`src/rtl/cmc_pkg.sv`:
```
package cmc_pkg;
  typedef enum logic [1:0] {
    OP_NONE       = 2'd0,
    OP_INV_ALL    = 2'd1,
    OP_WB_INV_ALL = 2'd2,
    OP_FLUSH_LINE = 2'd3
  } cmc_op_e;

  typedef enum logic [2:0] {
    S_IDLE,
    S_WALK,
    S_LINE,
    S_WB,
    S_DONE
  } cmc_state_e;
endpackage

```
`src/rtl/cmc_arb.sv`:
```
module cmc_arb #(
  parameter int N_THR = 2,
  localparam int ID_W = (N_THR > 1) ? $clog2(N_THR) : 1
) (
  input  logic [N_THR-1:0] req_i,
  output logic             any_o,
  output logic [ID_W-1:0]  gnt_id_o
);
  // lowest index wins
  always_comb begin
    gnt_id_o = '0;
    for (int i = N_THR - 1; i >= 0; i--) begin
      if (req_i[i]) gnt_id_o = ID_W'(i);
    end
  end
  assign any_o = |req_i;
endmodule

```
`src/rtl/cmc_tag_store.sv`:
```
module cmc_tag_store #(
  parameter int LINES  = 8,
  parameter int ADDR_W = 8,
  parameter int DATA_W = 8,
  localparam int IDX_W = $clog2(LINES),
  localparam int TAG_W = ADDR_W - IDX_W
) (
  input  logic              clk_i,
  input  logic              rst_ni,
  input  logic              lk_allow_i,
  input  logic              lk_valid_i,
  input  logic              lk_write_i,
  input  logic [ADDR_W-1:0] lk_addr_i,
  input  logic [DATA_W-1:0] lk_wdata_i,
  output logic              lk_hit_o,
  output logic [DATA_W-1:0] lk_rdata_o,
  input  logic [IDX_W-1:0]  rd_idx_i,
  output logic              rd_valid_o,
  output logic              rd_dirty_o,
  output logic [TAG_W-1:0]  rd_tag_o,
  output logic [DATA_W-1:0] rd_data_o,
  input  logic              clr_en_i
);
  logic [LINES-1:0]  valid_q, dirty_q;
  logic [TAG_W-1:0]  tag_q  [LINES];
  logic [DATA_W-1:0] data_q [LINES];

  logic [IDX_W-1:0] lk_idx;
  logic [TAG_W-1:0] lk_tag;
  logic             lk_en;

  assign lk_idx     = lk_addr_i[IDX_W-1:0];
  assign lk_tag     = lk_addr_i[ADDR_W-1:IDX_W];
  assign lk_en      = lk_valid_i && lk_allow_i;
  assign lk_hit_o   = lk_en && valid_q[lk_idx] && (tag_q[lk_idx] == lk_tag);
  assign lk_rdata_o = lk_hit_o ? data_q[lk_idx] : '0;

  assign rd_valid_o = valid_q[rd_idx_i];
  assign rd_dirty_o = dirty_q[rd_idx_i];
  assign rd_tag_o   = tag_q[rd_idx_i];
  assign rd_data_o  = data_q[rd_idx_i];

  always_ff @(posedge clk_i or negedge rst_ni) begin
    if (!rst_ni) begin
      valid_q <= '0;
      dirty_q <= '0;
      for (int i = 0; i < LINES; i++) begin
        tag_q[i]  <= '0;
        data_q[i] <= '0;
      end
    end else if (clr_en_i) begin
      valid_q[rd_idx_i] <= 1'b0;
      dirty_q[rd_idx_i] <= 1'b0;
    end else if (lk_en) begin
      if (lk_hit_o) begin
        if (lk_write_i) begin
          data_q[lk_idx]  <= lk_wdata_i;
          dirty_q[lk_idx] <= 1'b1;
        end
      end else begin
        valid_q[lk_idx] <= 1'b1;
        tag_q[lk_idx]   <= lk_tag;
        dirty_q[lk_idx] <= lk_write_i;
        data_q[lk_idx]  <= lk_write_i ? lk_wdata_i : '0;
      end
    end
  end
endmodule

```
`src/rtl/cmc_seq.sv`:
```
module cmc_seq
  import cmc_pkg::*;
#(
  parameter int N_THR  = 2,
  parameter int LINES  = 8,
  parameter int ADDR_W = 8,
  localparam int ID_W  = (N_THR > 1) ? $clog2(N_THR) : 1,
  localparam int IDX_W = $clog2(LINES),
  localparam int TAG_W = ADDR_W - IDX_W
) (
  input  logic              clk_i,
  input  logic              rst_ni,
  input  logic              start_i,
  input  logic [ID_W-1:0]   start_id_i,
  input  cmc_op_e           start_op_i,
  input  logic [ADDR_W-1:0] start_addr_i,
  output logic              idle_o,
  output cmc_op_e           op_o,
  output logic [IDX_W-1:0]  rd_idx_o,
  input  logic              rd_valid_i,
  input  logic              rd_dirty_i,
  input  logic [TAG_W-1:0]  rd_tag_i,
  output logic              clr_en_o,
  output logic              mem_req_o,
  output logic [ADDR_W-1:0] mem_addr_o,
  input  logic              mem_ack_i,
  output logic              stall_all_o,
  output logic [N_THR-1:0]  done_o,
  output logic              bcast_o,
  output logic              bcast_line_o,
  output logic [ADDR_W-1:0] bcast_addr_o
);
  cmc_state_e        state_q, state_d;
  cmc_op_e           op_q;
  logic [ID_W-1:0]   id_q;
  logic [IDX_W-1:0]  idx_q, idx_d;
  logic [ADDR_W-1:0] addr_q;
  logic              last, line_match;

  assign last       = (idx_q == IDX_W'(LINES - 1));
  assign line_match = rd_valid_i && (rd_tag_i == addr_q[ADDR_W-1:IDX_W]);

  always_comb begin
    state_d  = state_q;
    idx_d    = idx_q;
    clr_en_o = 1'b0;
    unique case (state_q)
      S_IDLE: begin
        if (start_i) begin
          state_d = (start_op_i == OP_FLUSH_LINE) ? S_LINE : S_WALK;
          idx_d   = (start_op_i == OP_FLUSH_LINE) ? start_addr_i[IDX_W-1:0] : '0;
        end
      end
      S_WALK: begin
        if (op_q == OP_WB_INV_ALL && rd_valid_i && rd_dirty_i) begin
          state_d = S_WB;
        end else begin
          clr_en_o = 1'b1;
          if (last) state_d = S_DONE;
          else idx_d = idx_q + 1'b1;
        end
      end
      S_LINE: begin
        if (line_match && rd_dirty_i) begin
          state_d = S_WB;
        end else begin
          clr_en_o = line_match;
          state_d  = S_DONE;
        end
      end
      S_WB: begin
        if (mem_ack_i) begin
          clr_en_o = 1'b1;
          if (op_q == OP_FLUSH_LINE || last) begin
            state_d = S_DONE;
          end else begin
            state_d = S_WALK;
            idx_d   = idx_q + 1'b1;
          end
        end
      end
      S_DONE:  state_d = S_IDLE;
      default: state_d = S_IDLE;
    endcase
  end

  always_ff @(posedge clk_i or negedge rst_ni) begin
    if (!rst_ni) begin
      state_q <= S_IDLE;
      op_q    <= OP_NONE;
      id_q    <= '0;
      idx_q   <= '0;
      addr_q  <= '0;
    end else begin
      state_q <= state_d;
      idx_q   <= idx_d;
      if (state_q == S_IDLE && start_i) begin
        op_q   <= start_op_i;
        id_q   <= start_id_i;
        addr_q <= start_addr_i;
      end
    end
  end

  always_comb begin
    done_o = '0;
    if (state_q == S_DONE) done_o[id_q] = 1'b1;
  end

  assign idle_o       = (state_q == S_IDLE);
  assign op_o         = op_q;
  assign rd_idx_o     = idx_q;
  assign mem_req_o    = (state_q == S_WB);
  assign mem_addr_o   = {rd_tag_i, idx_q};
  assign stall_all_o  = !idle_o && (op_q != OP_FLUSH_LINE);
  assign bcast_o      = (state_q == S_DONE);
  assign bcast_line_o = bcast_o && (op_q == OP_FLUSH_LINE);
  assign bcast_addr_o = bcast_line_o ? addr_q : '0;
endmodule

```
`src/rtl/cache_maint_ctrl.sv`:
```
module cache_maint_ctrl
  import cmc_pkg::*;
#(
  parameter int N_THR  = 2,
  parameter int LINES  = 8,
  parameter int ADDR_W = 8,
  parameter int DATA_W = 8
) (
  input  logic                    clk_i,
  input  logic                    rst_ni,
  input  logic [N_THR-1:0]        cmd_valid_i,
  input  logic [2*N_THR-1:0]      cmd_op_i,
  input  logic [ADDR_W*N_THR-1:0] cmd_addr_i,
  input  logic [N_THR-1:0]        cache_dis_i,
  output logic [N_THR-1:0]        stall_o,
  output logic [N_THR-1:0]        done_o,
  input  logic                    lk_valid_i,
  input  logic                    lk_write_i,
  input  logic [ADDR_W-1:0]       lk_addr_i,
  input  logic [DATA_W-1:0]       lk_wdata_i,
  output logic                    lk_hit_o,
  output logic [DATA_W-1:0]       lk_rdata_o,
  output logic                    mem_req_o,
  output logic [ADDR_W-1:0]       mem_addr_o,
  output logic [DATA_W-1:0]       mem_data_o,
  input  logic                    mem_ack_i,
  output logic                    bcast_o,
  output logic                    bcast_line_o,
  output logic [ADDR_W-1:0]       bcast_addr_o
);
  localparam int ID_W  = (N_THR > 1) ? $clog2(N_THR) : 1;
  localparam int IDX_W = $clog2(LINES);
  localparam int TAG_W = ADDR_W - IDX_W;

  logic [N_THR-1:0] req;
  logic             req_any, idle, clr_en, stall_all, rd_valid, rd_dirty;
  logic [ID_W-1:0]  gnt_id;
  logic [IDX_W-1:0] rd_idx;
  logic [TAG_W-1:0] rd_tag;
  cmc_op_e          cur_op;

  for (genvar t = 0; t < N_THR; t++) begin : g_req
    assign req[t]     = cmd_valid_i[t] && (cmd_op_i[2*t +: 2] != OP_NONE);
    assign stall_o[t] = stall_all;
  end

  cmc_arb #(.N_THR(N_THR)) u_arb (
    .req_i   (req),
    .any_o   (req_any),
    .gnt_id_o(gnt_id)
  );

  cmc_seq #(.N_THR(N_THR), .LINES(LINES), .ADDR_W(ADDR_W)) u_seq (
    .clk_i       (clk_i),
    .rst_ni      (rst_ni),
    .start_i     (req_any),
    .start_id_i  (gnt_id),
    .start_op_i  (cmc_op_e'(cmd_op_i[2*gnt_id +: 2])),
    .start_addr_i(cmd_addr_i[ADDR_W*gnt_id +: ADDR_W]),
    .idle_o      (idle),
    .op_o        (cur_op),
    .rd_idx_o    (rd_idx),
    .rd_valid_i  (rd_valid),
    .rd_dirty_i  (rd_dirty),
    .rd_tag_i    (rd_tag),
    .clr_en_o    (clr_en),
    .mem_req_o   (mem_req_o),
    .mem_addr_o  (mem_addr_o),
    .mem_ack_i   (mem_ack_i),
    .stall_all_o (stall_all),
    .done_o      (done_o),
    .bcast_o     (bcast_o),
    .bcast_line_o(bcast_line_o),
    .bcast_addr_o(bcast_addr_o)
  );

  cmc_tag_store #(.LINES(LINES), .ADDR_W(ADDR_W), .DATA_W(DATA_W)) u_store (
    .clk_i     (clk_i),
    .rst_ni    (rst_ni),
    .lk_allow_i(idle && !(|cache_dis_i)),
    .lk_valid_i(lk_valid_i),
    .lk_write_i(lk_write_i),
    .lk_addr_i (lk_addr_i),
    .lk_wdata_i(lk_wdata_i),
    .lk_hit_o  (lk_hit_o),
    .lk_rdata_o(lk_rdata_o),
    .rd_idx_i  (rd_idx),
    .rd_valid_o(rd_valid),
    .rd_dirty_o(rd_dirty),
    .rd_tag_o  (rd_tag),
    .rd_data_o (mem_data_o),
    .clr_en_i  (clr_en)
  );
endmodule

```
`config.mk`:
```
export PLATFORM = sky130hd
export DESIGN_NAME = cache_maint_ctrl
export DESIGN_NICKNAME = d
export VERILOG_FILES = /design/src/rtl/cmc_pkg.sv /design/src/rtl/cmc_arb.sv /design/src/rtl/cmc_tag_store.sv /design/src/rtl/cmc_seq.sv /design/src/rtl/cache_maint_ctrl.sv
export SDC_FILE = /design/constraint.sdc
export NUM_CORES = 1
export LEC_CHECK = 0
export CORE_MARGIN = 1
export CORE_UTILIZATION = 45
export DETAILED_ROUTE_END_ITERATION = 8
export PLACE_DENSITY_LB_ADDON = 0.12
export SYNTH_ARGS = -nofsm -noshare
export SYNTH_HDL_FRONTEND = slang
export SYNTH_SLANG_ARGS = --single-unit
```
`constraint.sdc`:
```
create_clock -name clk_i -period 6.95 [get_ports clk_i]
set_input_delay 1.39 -clock clk_i [delete_from_list [all_inputs] [get_ports clk_i]]
set_output_delay 1.39 -clock clk_i [all_outputs]
set_load 0.01 [all_outputs]
```
==> results.py, run 1 <==
metrics = {
    "status": {
        "status": "completed",
    },
    "floorplanning": {
        "num_rows": 50,
        "io_pins": 85,
        "chipWidth_um": 140,
        "core_area_um2": 18700,
        "die_h_um": 140,
        "start_util_pct": 45.9,
        "die_area_um2": 19600,
    },
    "global_route": {
        "overflow": 0,
        "grt_pass1_wl_mm": 42.4,
        "grt_use_total_pct": 28.4,
        "grt_pass1_vias": 7249,
        "grt_max_degree": 79,
        "grt_antenna_before_repair": 0,
    },
    "final_layout": {
        "num_antenna_cells": 0,
        "multi_input_area_um2": 4760,
        "finish.utilization_pct": 54.1,
        "final.fill_count": 1762,
        "syn2layout_area_growth_pct": 17.9,
        "drive_above_1_share_pct": 8.81,
        "fin_nets": 1055,
        "final_area_um2": 10100,
        "ff_latch_area_um2": 3430,
    },
    "setup_path": {
        "critPathLaunchType": "primary input",
        "critPathTopFamily": "buffers and inverters",
        "critPathKind": "in2out",
        "required_ps": 5560,
        "worst-path-buf-inv": 3,
        "crit_path_frequent_cell": "clkdlybuf4s50_1",
        "reg2reg_slack_ps": 2940,
        "r2r_cells": 8,
        "cp_num_cells": 8,
        "slowest_delay_ps": 560,
        "path_cells": "clkdlybuf4s50_1 -> inv_2 -> mux4_2 -> or4_4 -> a221oi_2 -> o2111a_2 -> o311a_1 -> clkdlybuf4s50_1",
        "critPathSlowestCell": "mux4_2",
        "endpoint_kind": "primary output",
        "worstPathArrival_ps": 4770,
        "path_max_fanout": 17,
    },
    "synthesis": {
        "syn_nets": 1006,
        "synth_top_area_share_pct": 40.0,
        "yosysWarnings": 0,
        "synth.avg_cell_area_um2": 8.94,
        "ys_seq_area_share_pct": 40.0,
        "synth_area_um2": 8580,
        "syn_inst": 959,
        "synth.area.top_cells": "dfrtp_1 40%, a21oi_1 6.2%, mux2_1 5.6%",
        "synth-async-reset-ratio_pct": 100,
        "synth_seq_cells": 137,
        "synth_edf_count": 0,
        "synth.distinct_cells": 67,
        "yosys.area.top_type": "dfrtp_1",
        "synthFlopType": "dfrtp_1",
    },
    "cts": {
        "clk_pin_slew_ps": 60,
        "numCtsBuffers": 17,
        "cts_tree": "done",
        "hold_buffers": 0,
        "clock_latency_ps": 430,
        "cts_root_buf": "clkbuf_16",
        "clockBufferDepth": 2,
        "post-cts-setup-buffer-count": 0,
        "cts_num_sinks": 137,
        "cts_max_level": 4,
        "cts_resized": 0,
    },
    "worst_hold_path": {
        "hold_depth": 1,
        "hold_class": "reg2reg",
    },
    "power": {
        "p_clk_share_pct": 27.3,
        "swShare_pct": 38.9,
        "cell_internal_pwr_mw": 2.20,
        "pwr_density_cell_nw_per_um2": 356,
        "comb_power_share_pct": 40.3,
        "power.switching_mw": 1.40,
        "p_leak_nw": 4.09,
        "vdd_drop_max_mv": 0.179,
        "p_seq_share_pct": 32.4,
    },
    "timing": {
        "setup_tns_ps": 0,
        "slew_headroom_pct": 22.7,
        "slew_violations": 0,
        "fmax_mhz": 162,
        "setup-violations-final": 0,
        "grt_setup_unrepaired": "no",
        "worstMarginPinSlew_ps": 1160,
        "final_hold_viol_count": 0,
        "layout_min_cycle_time_ps": 6160,
        "final.period_utilization_pct": 88.7,
        "clock_skew_ps": 9.01,
    },
    "place": {
        "dpl.hpwl_mm": 18.1,
        "port_buffers": 84,
        "placed_area_um2": 9480,
        "gp_congestion": 0.884,
    },
    "route": {
        "dr.pass1.iters": 5,
        "vias": 7652,
        "wl_per_cell_um": 21.3,
        "drc": 0,
        "drtAntennaViolNets": 0,
        "totalWireLength_mm": 26.8,
        "avgViaCountPerCell": 6.10,
        "drt-initial-drc-count": 610,
    },
    "run": {
        "drv_cap": 0,
    },
}
==> placed cells by master (no fill, tap or decap), types with 4 or more instances in the layout <==
cell / n
buf_4: 13
nand2_1: 111
nand3b_1: 9
o211ai_1: 4
and3_1: 5
bufinv_16: 4
inv_1: 15
mux4_2: 15
o22ai_1: 14
and2_1: 20
a21oi_1: 107
nor2b_1: 10
a211oi_1: 6
a22o_1: 7
o21ai_0: 17
mux2_1: 43
a221oi_1: 11
clkinv_2: 4
dfrtp_1: 136
nor2_1: 116
nand3_1: 9
clkbuf_16: 17
nand2b_1: 7
o2bb2ai_1: 5
a22oi_1: 9
o221ai_1: 12
mux2i_1: 42
nor3_1: 13
clkdlybuf4s50_1: 81
mux2_2: 13
a32o_1: 4
o21ai_1: 68
==> per-stage QoR <==
step	setup WS [ps]	std cells	hold WS (ps)	total power, mW
3_3_place_gp	814	1223	496	2.61
2_1_floorplan	2010	959	467	2.11
6_report	788	1255	522	3.60
5_1_grt	669	1255	542	3.79
3_5_place_dp	801	1223	504	2.62
4_1_cts	791	1255	518	3.60
==> power groups by stage <==
stage	Clock, mW	Combinational [mW]	Sequential, mW
2_1_floorplan	0	1.02	1.09
3_3_place_gp	0	1.43	1.18
3_5_place_dp	0	1.44	1.17
4_1_cts	0.993	1.45	1.16
5_1_grt	1.03	1.57	1.19
6_report	0.982	1.45	1.17
==> area by class of cell <==
type	count	area share, %
Multi-Input combinational cell	735	47.0
Clock buffer	20	4.52
Tap cell	234	2.89
Timing Repair Buffer	97	9.19
Sequential cell	137	33.9
Inverter	20	0.742
Clock inverter	12	1.71
==> layer usage <==
layer  global-route usage, %  up-vias  routed length, µm
met2                    44.8      280              12500
met5                       0        -                  0
met3                    6.36       43               1670
li1                        -     3579                  -
met4                    10.8        0                717
met1                    38.1     3750              11800
==> cells in the mapped netlist, types with 3 or more instances <==
cell         n
a211oi_1     6
xor2_1       3
or2_1        3
a22oi_1      9
inv_2        3
o211ai_1     4
buf_1        8
o221ai_1    12
nor2_1     116
nor4_1       3
mux4_2      15
mux2_1      43
o21a_1       3
nor3_1      14
or3_1        3
mux2_2      13
buf_2       14
o21ai_1     68
a221oi_2     3
o21ai_0     17
buf_6        5
a32o_1       4
inv_1       15
a21oi_1    107
buf_4        4
and3_1       5
mux2i_1     42
nand3_1      9
o22ai_1     14
dfrtp_1    137
nand3_2      3
a22o_1       7
nand2b_1     7
or3b_1       3
and2_1      20
nand2_1    111
nand3b_1     9
o2bb2ai_1    5
a221oi_1    11
nor2b_1     10
clkbuf_1    36
==> kinds of logic after synthesis <==
| kind of cell | Yosys count | share of synthesized area [%] |
|---|---|---|
| xor gates and xnor gates | 5 | 0.511 |
| DFF | 137 | 40.0 |
| muxes | 113 | 16.2 |
| buffers and inverters | 87 | 4.62 |
| AOI/OAI and AO/OA | 291 | 21.2 |
| and+or+nand+nor | 324 | 17.3 |
| adders and majority gates | 2 | 0.292 |
==> worst register-to-register path: stages, from the launching register on <==
cell	delay (ps)
dfrtp_1	740
nor2b_1	900
a22o_1	300
a221oi_2	110
o41ai_4	440
nand2_1	300
nor3_2	260
buf_4	610
o21ai_1	210
==> flip-flops by register name, indices dropped and copies added (netlist names) <==
| register | count |
|---|---|
| u_store.valid_q | 8 |
| u_store.data_q | 64 |
| u_seq.rd_idx_o | 3 |
| u_seq.addr_q | 8 |
| u_seq.state_q | 3 |
| u_store.tag_q | 40 |
| u_seq.id_q | 1 |
| u_seq.op_o | 2 |
| u_store.dirty_q | 8 |
==> path summary, 6_finish.rpt <==
check	start	to
worst max-delay path	lk_addr_i[0]	lk_rdata_o[3]
worst min-delay path	u_store.tag_q[33]	u_store.tag_q[33]
worst max register to register	u_seq.rd_idx_o[2]	u_store.data_q[51]
worst min register to register	u_store.tag_q[33]	u_store.tag_q[33]
max in group asynchronous	rst_ni	u_store.dirty_q[7]
min in group asynchronous	rst_ni	u_store.tag_q[36]
(Power assumes the default switching activity.)
==> run 2: changes to the inputs <==
- clock period: 6.95 -> 5.15 ns (I/O delays scaled with it)
==> run 2 against run 1 <==
  * The run now ends with DRC left
  * Wire length increased by 0.78%
  * Global-route usage decreased by 0.19 points
  * Clock power increased by 35%
  * Final cell count increased by 1.4%
  * Register-to-register slack got worse by 1600 ps
  * Cell area increased by 1.5%
  * Critical path type unchanged
  * Sequential share of layout area decreased by 0.50 points
  * Critical path depth unchanged
  * Hold slack got worse by 11 ps
  * Largest cell class unchanged
  * Combinational power increased by 37%
==> results.py, run 2 (same netlist as run 1, synthesis figures left out) <==
metrics = {
    "status": {
        "status": "finished, violations left",
        "violations": "DRC",
    },
    "global_route": {
        "grt_max_degree": 110,
        "grt_use_total_pct": 28.2,
        "grt_pass1_vias": 7282,
        "grt_antenna_before_repair": 0,
        "grt_pass1_wl_mm": 42.2,
        "overflow": 0,
    },
    "place": {
        "dpl.hpwl_mm": 18.3,
        "gp_congestion": 0.897,
        "numPlacedInstances": 1240,
        "port_buffers": 84,
    },
    "timing": {
        "layout_min_cycle_time_ps": 5050,
        "final.period_utilization_pct": 98.1,
        "final_hold_viol_count": 0,
        "slew_headroom_pct": 23.9,
        "slew_violations": 0,
        "worstMarginPinSlew_ps": 1140,
        "clock_skew_ps": 9.10,
        "setup-violations-final": 0,
        "fmax_mhz": 198,
    },
    "route": {
        "vias": 7785,
        "wl_per_cell_um": 21.2,
        "drtAntennaViolNets": 0,
        "dr.pass1.iters": 7,
        "avgViaCountPerCell": 6.12,
        "totalWireLength_mm": 27.0,
        "drt-initial-drc-count": 616,
        "drc": 1,
    },
    "power": {
        "swShare_pct": 39.0,
        "power.switching_mw": 1.91,
        "comb_power_share_pct": 40.6,
        "vdd_drop_max_mv": 0.281,
        "p_leak_nw": 4.18,
        "p_clk_share_pct": 27.0,
        "cell_internal_pwr_mw": 3.00,
        "p_seq_share_pct": 32.4,
        "pwr_density_cell_nw_per_um2": 479,
    },
    "setup_path": {
        "critPathKind": "in2out",
        "r2r_cells": 8,
        "worstPathArrival_ps": 4020,
        "regToRegEndpoint": "u_store.dirty_q[7]",
        "required_ps": 4120,
        "path_cells": "clkdlybuf4s50_1 -> inv_2 -> mux4_2 -> or4_4 -> a221oi_2 -> o2111a_2 -> o311a_1 -> clkdlybuf4s50_1",
        "critPathSlowestCell": "or4_4",
        "crit_path_frequent_cell": "clkdlybuf4s50_1",
        "reg2reg_slack_ps": 1370,
        "path_max_fanout": 10,
        "endpoint_kind": "primary output",
        "r2r-start": "u_seq.rd_idx_o[0]",
        "slowest_delay_ps": 560,
        "critPathLaunchType": "primary input",
    },
    "floorplanning": {
        "start_util_pct": 45.9,
        "io_pins": 85,
        "core_area_um2": 18700,
        "die_h_um": 140,
        "chipWidth_um": 140,
        "die_area_um2": 19600,
        "num_rows": 50,
    },
    "worst_hold_path": {
        "hold_class": "reg2reg",
        "hold_depth": 1,
        "min_to": "u_store.tag_q[19]",
        "min-delay-start": "u_store.tag_q[19]",
    },
    "final_layout": {
        "layoutNonFillerInstCount": 1272,
        "syn2layout_area_growth_pct": 19.7,
        "layout_commonest_cell": "dfrtp_1",
        "finish.utilization_pct": 54.9,
        "reg_top3": "u_store.data_q x64, u_store.tag_q x40",
        "num_antenna_cells": 0,
        "final_cell_mix": "136 x dfrtp_1, 116 x nor2_1, 111 x nand2_1, 107 x a21oi_1, 81 x clkdlybuf4s50_1",
        "fin_nets": 1072,
        "largest_register_ffs": 64,
        "largest-register": "u_store.data_q",
        "drive_above_1_share_pct": 10.4,
    },
    "cts": {
        "clockBufferDepth": 2,
        "numCtsBuffers": 17,
        "cts_root_buf": "clkbuf_16",
        "cts_tree": "done",
        "cts_num_sinks": 137,
        "clk_pin_slew_ps": 60,
        "post-cts-setup-buffer-count": 0,
        "hold_buffers": 0,
        "clock_latency_ps": 430,
        "cts_max_level": 4,
    },
    "run": {
        "drv_cap": 0,
    },
}
run 2: power by group through the flow:
stage | sequential [mW] | combinational [mW] | clock [mW]
floorplan | 1.48 | 1.37 | 0
global placement | 1.60 | 1.96 | 0
detailed placement | 1.60 | 1.98 | 0
CTS | 1.58 | 1.99 | 1.34
global route | 1.62 | 2.16 | 1.38
finish | 1.59 | 1.99 | 1.33
run 2: worst max path at each step:
stage | from | endpoint | slack, ps | depth (start not counted)
after floorplan | lk_addr_i[0] | lk_rdata_o[2] | 930 | 8
after global placement | lk_addr_i[0] | lk_rdata_o[3] | 120 | 9
after detailed placement | lk_addr_i[0] | lk_rdata_o[3] | 90 | 9
after CTS | lk_addr_i[0] | lk_rdata_o[3] | 80 | 9
after global routing | lk_addr_i[0] | lk_rdata_o[4] | -2 | 8
final | lk_addr_i[0] | lk_rdata_o[3] | 100 | 8
run 2: final cells by class:
type                    count  area (µm²)
flip-flops and latches    137        3430
clock inverters            14         196
fillers                  1710        8440
inverters                  20        75.1
repair buffers            114        1070
clock buffers              18         439
well taps                 234         293
multi-input cells         735        4760
run 2: critical path: cells and delay by family:
family	cells	cell delay, ps
and+or+nand+nor	1	560
muxes	1	510
buffers and inverters	3	1090
AOI/OAI and AO/OA	3	830
run 2: per-layer routing:
metal  track usage (%)  wire length, µm  vias up
met5                 0                0        -
met4              9.95              715        0
met3              5.57             1780       53
met2              44.8            12400      301
met1              38.3            12100     3810
li1                  -                -     3621
run 2: per-stage QoR:
stage	cell area, µm²	setup slack [ps]	TNS (ps)	power, mW	hold WS, ps
global route	10300	-2.00	-2.00	5.16	539
detailed placement	9620	87.3	0	3.58	499
floorplan	8580	925	0	2.85	467
global placement	9620	123	0	3.56	494
finish	10300	96.4	0	4.91	511
CTS	10300	81.0	0	4.91	513
run 2: timing repair:
action | CTS | global route
gates resized for setup | 0 | 1
endpoints found under the setup margin | 0 | 8
endpoints found under the hold margin | 0 | 0
==> run 3: changes to the inputs <==
- CORE_UTILIZATION: 45 -> 30
==> run 3 against run 2 <==
  * The flow now finishes without violations
  * First-iteration DRC count fell by 22%
  * Core utilization fell by 17 points
  * Clock power barely moved
  * Critical endpoint is now lk_rdata_o[0]
==> results.py, run 3 (same netlist as run 1, synthesis figures left out) <==
metrics = {
    "status": {
        "status": "completed",
    },
    "place": {
        "numPlacedInstances": 1389,
        "gp_congestion": 0.823,
        "port_buffers": 84,
        "dpl.hpwl_mm": 20.6,
        "placed_area_um2": 9870,
    },
    "cts": {
        "cts_num_sinks": 137,
        "numCtsBuffers": 17,
        "cts_max_level": 4,
        "clock_latency_ps": 440,
        "cts_root_buf": "clkbuf_16",
        "clockBufferDepth": 2,
        "cts_tree": "done",
        "hold_buffers": 0,
        "clk_pin_slew_ps": 70,
    },
    "global_route": {
        "grt_pass1_wl_mm": 47.0,
        "grt_use_total_pct": 21.5,
        "grt_max_degree": 86,
        "overflow": 0,
        "grt_antenna_before_repair": 0,
        "grt_pass1_vias": 7581,
    },
    "setup_path": {
        "worstPathArrival_ps": 4030,
        "crit_start": "lk_addr_i[0]",
        "r2r_cells": 10,
        "endpoint_kind": "primary output",
        "path_max_fanout": 9,
        "r2r-start": "u_seq.rd_idx_o[2]",
        "critPathKind": "in2out",
        "required_ps": 4120,
        "critPathLaunchType": "primary input",
    },
    "timing": {
        "clock_skew_ps": 13.4,
        "holdWs_ps": 514,
        "grt_setup_unrepaired": "no",
        "slew_violations": 0,
        "worstMarginPinSlew_ps": 1140,
        "layout_min_cycle_time_ps": 5060,
        "final_hold_viol_count": 0,
        "slew_headroom_pct": 23.5,
        "final.period_utilization_pct": 98.3,
        "fmax_mhz": 198,
        "setup-violations-final": 0,
    },
    "final_layout": {
        "fin_nets": 1078,
        "largest-register": "u_store.data_q",
        "drive_above_1_share_pct": 10.7,
        "reg_top3": "u_store.data_q x64, u_store.tag_q x40",
        "num_antenna_cells": 0,
        "layout_commonest_cell": "dfrtp_1",
        "final_cell_mix": "136 x dfrtp_1, 116 x nor2_1, 111 x nand2_1, 107 x a21oi_1, 77 x clkdlybuf4s50_1",
        "largest_register_ffs": 64,
        "finish.utilization_pct": 37.7,
        "layoutNonFillerInstCount": 1422,
        "syn2layout_area_growth_pct": 22.8,
        "final_area_um2": 10500,
    },
    "floorplanning": {
        "chipWidth_um": 171,
        "num_rows": 61,
        "start_util_pct": 30.7,
        "die_area_um2": 29300,
        "core_area_um2": 27900,
        "io_pins": 85,
        "die_h_um": 171,
    },
    "power": {
        "pwr_density_cell_nw_per_um2": 475,
        "swShare_pct": 39.6,
        "p_leak_nw": 4.30,
        "comb_power_share_pct": 41.0,
        "cell_internal_pwr_mw": 3.02,
        "p_clk_share_pct": 27.2,
        "power.switching_mw": 1.98,
        "total_power_mw": 5.00,
        "p_seq_share_pct": 31.8,
        "vdd_drop_max_mv": 0.198,
    },
    "route": {
        "drc": 0,
        "totalWireLength_mm": 30.0,
        "drt-initial-drc-count": 481,
        "avgViaCountPerCell": 5.41,
        "drtAntennaViolNets": 0,
        "dr.pass1.iters": 5,
        "vias": 7689,
        "wl_per_cell_um": 21.1,
    },
    "worst_hold_path": {
        "hold_depth": 1,
        "hold_class": "reg2reg",
        "min-delay-start": "u_store.tag_q[15]",
    },
    "run": {
        "drv_cap": 0,
    },
}
-- run 3: cell count changes in the layout (fill, tap and decap cells not counted) --
cell,delta
inv_6,-1
clkdlybuf4s50_1,-4
clkinvlp_4,-3
dlymetal6s2s_1,+4
clkbuf_8,+1
clkbuf_1,+2
buf_4,+3
clkinv_2,+1
buf_12,+3
-- run 3: critical path, stage by stage --
cell	delay (ps)
clkdlybuf4s50_1	460
inv_2	90
mux4_2	510
or4_4	550
a221oi_2	250
o2111a_2	310
buf_12	140
and2_1	140
clkdlybuf4s50_1	530
-- run 3: layout make-up --
type	count	area (µm²)
clock buffer	21	460
clock inverter	11	170
fill	2910	17400
inverter	20	75.1
multi-input combinational	735	4760
sequential	137	3430
tap	378	473
timing repair buffer	120	1170
-- run 3: path summary, 6_finish.rpt --
| kind | to | slack [ps] |
|---|---|---|
| setup reg to reg | u_store.data_q[6] | 1250 |
| setup / recovery | lk_rdata_o[0] | 90 |
| hold reg to reg | u_store.tag_q[15] | 510 |
| max in group asynchronous | u_store.data_q[39] | 3540 |
| min in group asynchronous | u_store.tag_q[21] | 690 |
| hold / removal | u_store.tag_q[15] | 510 |
-- run 3: per-layer routing --
metal  GRT usage (%)  share of wire (%)
met5               0                  0
met4            7.41                2.5
met3            3.82                5.6
met2            34.4                 46
met1            29.0                 45
-- run 3: power by group through the flow --
stage	combinational, mW	clock [mW]	sequential (mW)
CTS	2.07	1.38	1.59
global placement	2.05	0	1.61
floorplan	1.37	0	1.48
finish	2.05	1.36	1.59
detailed placement	2.05	0	1.60
global route	2.25	1.43	1.63
-- run 3: timing repair --
action | CTS | global route
gates resized for setup | 1 | 4
buffers inserted | 1 | 0
endpoints found under the setup margin | 1 | 4
-- run 3: per-stage QoR --
step                      setup TNS, ps  worst slack, ps
after global routing                  0             2.71
after floorplan                       0              925
after global placement            -55.7            -55.7
final                                 0             87.9
after CTS                             0             47.0
after detailed placement          -50.7            -50.7
